<file path="src/rtl/thermq_pkg.sv">
package thermq_pkg;

   // Scale a fraction given in parts per ten thousand onto a code range.
   function automatic int unsigned ratio_code(input int unsigned full_scale,
                                              input int unsigned per_10k);
      return (full_scale * per_10k) / 10000;
   endfunction

   // Which hot limit the qualifier applies in a given cycle.
   typedef enum logic {
      WIN_START = 1'b0,
      WIN_RUN   = 1'b1
   } win_sel_e;

endpackage

</file>
<file path="src/rtl/thermq_sampler.sv">
module thermq_sampler #(
   parameter int unsigned CODE_W    = 12,
   parameter int unsigned COLD_CODE = 3010,
   parameter int unsigned HYS_CODE  = 8
) (
   input  logic              clk,
   input  logic              rst_n,
   input  logic              valid,
   input  logic [CODE_W-1:0] code,
   output logic [CODE_W-1:0] code_q,
   output logic              cold_q
);

   localparam logic [CODE_W-1:0] COLD_V    = CODE_W'(COLD_CODE);
   localparam logic [CODE_W-1:0] RELEASE_V = CODE_W'(COLD_CODE - HYS_CODE);

   logic cold_d;

   generate
      if (HYS_CODE == 0) begin : g_plain
         always_comb cold_d = (code > COLD_V);
      end else begin : g_hys
         always_comb begin
            if (cold_q) cold_d = (code > RELEASE_V);
            else        cold_d = (code > COLD_V);
         end
      end
   endgenerate

   always_ff @(posedge clk or negedge rst_n) begin
      if (!rst_n) begin
         code_q <= '0;
         cold_q <= 1'b0;
      end else if (valid) begin
         code_q <= code;
         cold_q <= cold_d;
      end
   end

endmodule

</file>
<file path="src/rtl/thermq_window.sv">
module thermq_window
   import thermq_pkg::*;
#(
   parameter int unsigned CODE_W         = 12,
   parameter int unsigned START_HOT_CODE = 1515,
   parameter int unsigned RUN_HOT_CODE   = 1409
) (
   input  logic              [CODE_W-1:0] code_q,
   input  logic                           cold_q,
   input  logic                           suspend,
   input  logic                           chg_active,
   output logic                           start_ok,
   output logic                           run_ok,
   output win_sel_e                       win_sel,
   output logic                           win_ok
);

   localparam logic [CODE_W-1:0] START_V = CODE_W'(START_HOT_CODE);
   localparam logic [CODE_W-1:0] RUN_V   = CODE_W'(RUN_HOT_CODE);

   always_comb begin
      start_ok = !cold_q && (code_q > START_V);
      run_ok   = !cold_q && (code_q > RUN_V);
      // Recovery and charge start both use the narrow window.
      win_sel  = (!suspend && chg_active) ? WIN_RUN : WIN_START;
      win_ok   = (win_sel == WIN_RUN) ? run_ok : start_ok;
   end

endmodule

</file>
<file path="src/rtl/thermq_deglitch.sv">
module thermq_deglitch #(
   parameter int unsigned OUT_TICKS = 400,
   parameter int unsigned IN_TICKS  = 20,
   localparam int unsigned MAX_T    = (OUT_TICKS > IN_TICKS) ? OUT_TICKS : IN_TICKS,
   localparam int unsigned CNT_W    = $clog2(MAX_T + 1)
) (
   input  logic             clk,
   input  logic             rst_n,
   input  logic             tick,
   input  logic             win_ok,
   output logic             suspend,
   output logic [CNT_W-1:0] cnt_q
);

   localparam logic [CNT_W-1:0] OUT_LAST = CNT_W'(OUT_TICKS - 1);
   localparam logic [CNT_W-1:0] IN_LAST  = CNT_W'(IN_TICKS - 1);

   logic             disagree;
   logic [CNT_W-1:0] last;

   always_comb begin
      disagree = (suspend == win_ok);
      last     = suspend ? IN_LAST : OUT_LAST;
   end

   always_ff @(posedge clk or negedge rst_n) begin
      if (!rst_n) begin
         suspend <= 1'b1;
         cnt_q   <= '0;
      end else if (!disagree) begin
         cnt_q   <= '0;
      end else if (tick) begin
         if (cnt_q == last) begin
            suspend <= !suspend;
            cnt_q   <= '0;
         end else begin
            cnt_q   <= cnt_q + 1'b1;
         end
      end
   end

endmodule

</file>
<file path="src/rtl/thermq_qualifier.sv">
module thermq_qualifier
   import thermq_pkg::*;
#(
   parameter int unsigned ADC_W            = 12,
   parameter int unsigned COLD_PER10K      = 7350,
   parameter int unsigned HYS_PER10K       = 20,
   parameter int unsigned START_HOT_PER10K = 3700,
   parameter int unsigned RUN_HOT_PER10K   = 3440,
   parameter int unsigned OUT_TICKS        = 400,
   parameter int unsigned IN_TICKS         = 20
) (
   input  logic             clk,
   input  logic             rst_n,
   input  logic [ADC_W-1:0] adc_code,
   input  logic             adc_valid,
   input  logic             chg_active,
   input  logic             tick,
   output logic             suspend
);

   localparam int unsigned FULL_SCALE     = 1 << ADC_W;
   localparam int unsigned COLD_CODE      = ratio_code(FULL_SCALE, COLD_PER10K);
   localparam int unsigned HYS_CODE       = ratio_code(FULL_SCALE, HYS_PER10K);
   localparam int unsigned START_HOT_CODE = ratio_code(FULL_SCALE, START_HOT_PER10K);
   localparam int unsigned RUN_HOT_CODE   = ratio_code(FULL_SCALE, RUN_HOT_PER10K);
   localparam int unsigned MAX_T          = (OUT_TICKS > IN_TICKS) ? OUT_TICKS : IN_TICKS;
   localparam int unsigned CNT_W          = $clog2(MAX_T + 1);

   generate
      if (ADC_W < 4 || ADC_W > 16) begin : g_bad_width
         $error("thermq_qualifier: ADC_W out of range");
      end
      if (COLD_PER10K >= 10000 || HYS_CODE >= COLD_CODE) begin : g_bad_cold
         $error("thermq_qualifier: cold threshold or hysteresis invalid");
      end
      if (START_HOT_CODE >= COLD_CODE - HYS_CODE) begin : g_bad_start
         $error("thermq_qualifier: start window is empty");
      end
      if (RUN_HOT_CODE > START_HOT_CODE) begin : g_bad_run
         $error("thermq_qualifier: run window narrower than start window");
      end
      if (OUT_TICKS == 0 || IN_TICKS == 0) begin : g_bad_ticks
         $error("thermq_qualifier: deglitch times must be nonzero");
      end
   endgenerate

   logic [ADC_W-1:0] samp_code;
   logic             samp_cold;
   logic             start_ok;
   logic             run_ok;
   win_sel_e         win_sel;
   logic             win_ok;
   logic [CNT_W-1:0] dg_cnt;

   thermq_sampler #(
      .CODE_W   (ADC_W),
      .COLD_CODE(COLD_CODE),
      .HYS_CODE (HYS_CODE)
   ) u_sampler (
      .clk   (clk),
      .rst_n (rst_n),
      .valid (adc_valid),
      .code  (adc_code),
      .code_q(samp_code),
      .cold_q(samp_cold)
   );

   thermq_window #(
      .CODE_W        (ADC_W),
      .START_HOT_CODE(START_HOT_CODE),
      .RUN_HOT_CODE  (RUN_HOT_CODE)
   ) u_window (
      .code_q    (samp_code),
      .cold_q    (samp_cold),
      .suspend   (suspend),
      .chg_active(chg_active),
      .start_ok  (start_ok),
      .run_ok    (run_ok),
      .win_sel   (win_sel),
      .win_ok    (win_ok)
   );

   thermq_deglitch #(
      .OUT_TICKS(OUT_TICKS),
      .IN_TICKS (IN_TICKS)
   ) u_deglitch (
      .clk    (clk),
      .rst_n  (rst_n),
      .tick   (tick),
      .win_ok (win_ok),
      .suspend(suspend),
      .cnt_q  (dg_cnt)
   );

endmodule

</file>
<file path="config.mk">
export PLATFORM = sky130hd
export DESIGN_NAME = thermq_qualifier
export DESIGN_NICKNAME = d
export VERILOG_FILES = /design/src/rtl/thermq_pkg.sv /design/src/rtl/thermq_sampler.sv /design/src/rtl/thermq_window.sv /design/src/rtl/thermq_deglitch.sv /design/src/rtl/thermq_qualifier.sv
export SDC_FILE = /design/constraint.sdc
export NUM_CORES = 1
export LEC_CHECK = 0
export BUFFER_PORTS_ARGS = -buffer_cell sky130_fd_sc_hd__clkbuf_2
export CELL_PAD_IN_SITES_DETAIL_PLACEMENT = 0
export CELL_PAD_IN_SITES_GLOBAL_PLACEMENT = 1
export CORE_MARGIN = 2
export CORE_UTILIZATION = 30
export DETAILED_ROUTE_END_ITERATION = 6
export GPL_ROUTABILITY_DRIVEN = 0
export PLACE_DENSITY_LB_ADDON = 0.1
export RECOVER_POWER = 50
export SYNTH_ARGS = -nofsm -noshare
export SYNTH_HDL_FRONTEND = slang
export SYNTH_SLANG_ARGS = --single-unit
</file>
<file path="constraint.sdc">
create_clock -name clk -period 2.4 [get_ports clk]
set_clock_uncertainty 0.1 [all_clocks]
set_input_delay 0.48 -clock clk [delete_from_list [all_inputs] [get_ports clk]]
set_output_delay 0.48 -clock clk [all_outputs]
set_load 0.01 [all_outputs]
</file>
==> insert_results.sql <==
INSERT INTO impl_metrics (metric_group, metric, value, unit) VALUES
('run', 'maxCapViolCount', '0', ''),
('pwr', 'p_leak', '0.562', 'nW'),
('finish', 'synth_to_layout_area_growth', '14.5', '%'),
('synthesis', 'synthesis.area', '0.00124', 'sq mm'),
('synthesis', 'avgSynthCellArea', '10.8', 'sq um'),
('finish', 'final_cell_mix', 'dfrtp_1, clkbuf_2, mux2_2', ''),
('setup_path', 'critical-path-slowest-cell', 'a2111oi_4', ''),
('sta', 'timing_worst_slew_pin_value', '1.20', 'ns'),
('cts', 'clockBufferDepth', '2', ''),
('routing', 'route.antenna.remaining_nets', '0', ''),
('cts', 'clock-sinks', '22', ''),
('floorplan', 'coreArea', '0.00400', 'sq mm'),
('routing', 'detail_route.drc_violations', '0', ''),
('floorplan', 'design.die.area', '0.00466', 'sq mm'),
('finish', 'combined_area_of_the_multi_input_logic_cells', '654', 'sq um'),
('synthesis', 'ys_ff_latch', '22', ''),
('setup_path', 'highest_fanout_seen_on_the_critical_path', '9', ''),
('synthesis', 'post_synth_xor_area_fraction', '2.83', '%'),
('finish', 'num-nets-final', '152', ''),
('placed_design', 'placed_cell_area', '0.00138', 'sq mm'),
('floorplan', 'placementRows', '23', ''),
('setup_path', 'crit_chain', 'or3b_1, a211o_1, a2111oi_4, nor4_1', ''),
('global_routing', 'grt_max_degree', '23', ''),
('cts', 'htree_levels', '1', ''),
('sta', 'slew_violations', '0', ''),
('cts', 'postCtsSetupBuffers', '0', ''),
('routing', 'count_of_vias_placed_by_the_detailed_router', '1002', ''),
('finish', 'layout-drive-gt1-share', '27.1', '%'),
('floorplan', 'die_x', '68.3', 'microns'),
('synthesis', 'synth_warnings', '0', ''),
('setup_path', 'critPathRequiredTime', '2.41', 'ns'),
('min_path', 'worst_hold_path_type', 'in2async', ''),
('setup_path', 'timing.critical_path.max_delay_family', 'compound AO/OA/AOI/OAI gates', ''),
('synthesis', 'synth-seq-area-share', '44.5', '%'),
('floorplan', 'design.portCount', '18', ''),
('run_status', 'outcome', 'finished clean', ''),
('routing', 'drt-initial-drc-count', '35', ''),
('finish', 'n_antenna_cell', '0', ''),
('finish', 'final_area', '0.00142', 'sq mm'),
('global_routing', 'first_global_vias', '1050', ''),
('cts', 'cts_made_buffers', '3', ''),
('cts', 'cts.repair.resized', '0', ''),
('routing', 'routed_via_density', '5.48', ''),
('setup_path', 'criticalPathCategory', 'reg2reg', ''),
('placed_design', 'post_dp_hpwl', '2250', 'microns'),
('global_routing', 'grt_first_pass_wirelength', '5020', 'microns'),
('pwr', 'max-vdd-ir-drop', '160', 'uV'),
('placed_design', 'post-place-cells', '179', ''),
('finish', 'final_core_util', '35.5', '%'),
('sta', 'tns', '0', 'ns'),
('cts', 'clk_pin_slew', '0.08', 'ns'),
('finish', 'n_fill_cell', '425', ''),
('sta', 'final-setup-viol-count', '0', ''),
('sta', 'finalCriticalPeriod', '2.06', 'ns'),
('setup_path', 'critPathBufInv', '0', ''),
('placed_design', 'port_buffers', '17', ''),
('floorplan', 'initial_core_util', '31.0', '%'),
('synthesis', 'dominantRegCellSynth', 'dfrtp_1', ''),
('sta', 'rsz_0062_raised_after_global_routing', 'no', ''),
('setup_path', 'sort_of_element_at_the_end_of_the_critical_path', 'flip-flop', ''),
('synthesis', 'synth_simple_gate_area_share', '20.3', '%'),
('synthesis', 'synth-adder-area-share', '1.01', '%'),
('synthesis', 'synth_enable_flop_cells', '0', ''),
('global_routing', 'grt-ovfl-total', '0', ''),
('finish', 'final-seq-area', '552', 'sq um'),
('finish', 'final_common_cell', 'dfrtp_1', ''),
('setup_path', 'worst-endpoint-arrival', '2.07', 'ns'),
('cts', 'ctsHoldBuffers', '0', ''),
('routing', 'avgRoutedWirePerCell', '16.2', 'microns'),
('cts', 'tritoncts', 'yes', ''),
('setup_path', 'cp-start-kind', 'flip-flop', '');
==> cell usage after synthesis, types with 2 or more instances <==
cell type	count	share of area [%]
a211o_1	2	1.4
a211oi_1	4	2.4
a21oi_1	3	1.2
a31oi_1	2	1.0
a32oi_1	2	1.4
clkbuf_1	4	1.2
dfrtp_1	21	42
inv_1	2	0.61
mux2_2	11	10
nand2_1	8	2.4
nand3_1	4	1.6
nand4b_1	2	1.4
nor2_1	5	1.5
nor3_1	2	0.81
nor4_1	8	4.0
nor4bb_1	2	1.6
o21ai_0	3	1.2
o31ai_1	2	1.2
xor2_1	3	2.1
==> final timing paths <==
kind	from	end	slack, ns	cells past startpoint
min in group clk	adc_code[3]	u_sampler.code_q[3]$_DFFE_PN0P_	0.40	2
setup / recovery	u_sampler.code_q[11]$_DFFE_PN0P_	u_deglitch.cnt_q[7]$_DFFE_PN0P_	0.34	4
setup reg to reg	u_sampler.code_q[11]$_DFFE_PN0P_	u_deglitch.cnt_q[7]$_DFFE_PN0P_	0.34	4
hold / removal	rst_n	u_sampler.code_q[8]$_DFFE_PN0P_	0.35	1
hold reg to reg	u_sampler.code_q[7]$_DFFE_PN0P_	u_sampler.code_q[7]$_DFFE_PN0P_	0.42	1
max in group asynchronous	rst_n	u_sampler.code_q[4]$_DFFE_PN0P_	1.13	1
==> layout make-up <==
| class | count | area share [%] |
|---|---|---|
| Multi-Input combinational cell | 86 | 46.1 |
| Tap cell | 50 | 4.41 |
| Sequential cell | 22 | 38.9 |
| Inverter | 2 | 0.529 |
| Timing Repair Buffer | 19 | 6.96 |
| Clock buffer | 4 | 3.17 |
==> where the power goes <==
| group | internal [W] | switching (W) | total (W) |
|---|---|---|---|
| sequential | 0.000412 | 0.0000483 | 0.000461 |
| combinational | 0.0000753 | 0.0000767 | 0.000152 |
| clock | 0.000118 | 0.000109 | 0.000227 |
| total | 0.000605 | 0.000234 | 0.000839 |
==> sequential cells by signal, summed over array words and instances (netlist names) <==
signal and count:
u_deglitch.cnt_q 9, u_deglitch.suspend 1, u_sampler.code_q 11, u_sampler.cold_q 1
==> through the flow <==
step / setup WS, ns / total power [W] / hold slack [ns]
global placement: 0.395 / 0.000616 / 0.393
floorplan: 0.577 / 0.000558 / 0.0844
finish: 0.340 / 0.000839 / 0.350
detailed placement: 0.333 / 0.000622 / 0.402
CTS: 0.332 / 0.000855 / 0.118
global route: 0.216 / 0.000890 / 0.395
==> per-layer routing <==
layer  up-vias  wire, microns  global-route usage (%)
li1        482              -                       -
met1       506           1340                    18.1
met2        12           1510                    26.0
met3         2             89                    1.97
met4         0             25                    5.25
met5         -              0                       0
==> kinds of logic (layout without fill, tap and decap cells) <==
logic type,after synthesis,after routing
and+or+nand+nor,42,42
AOI/OAI and AO/OA,27,27
DFF,22,22
muxes,12,12
buffers and inverters,7,25
xor gates and xnor gates,4,4
adders and majority gates,1,1
Note: power is estimated with default switching activity, not from simulation.
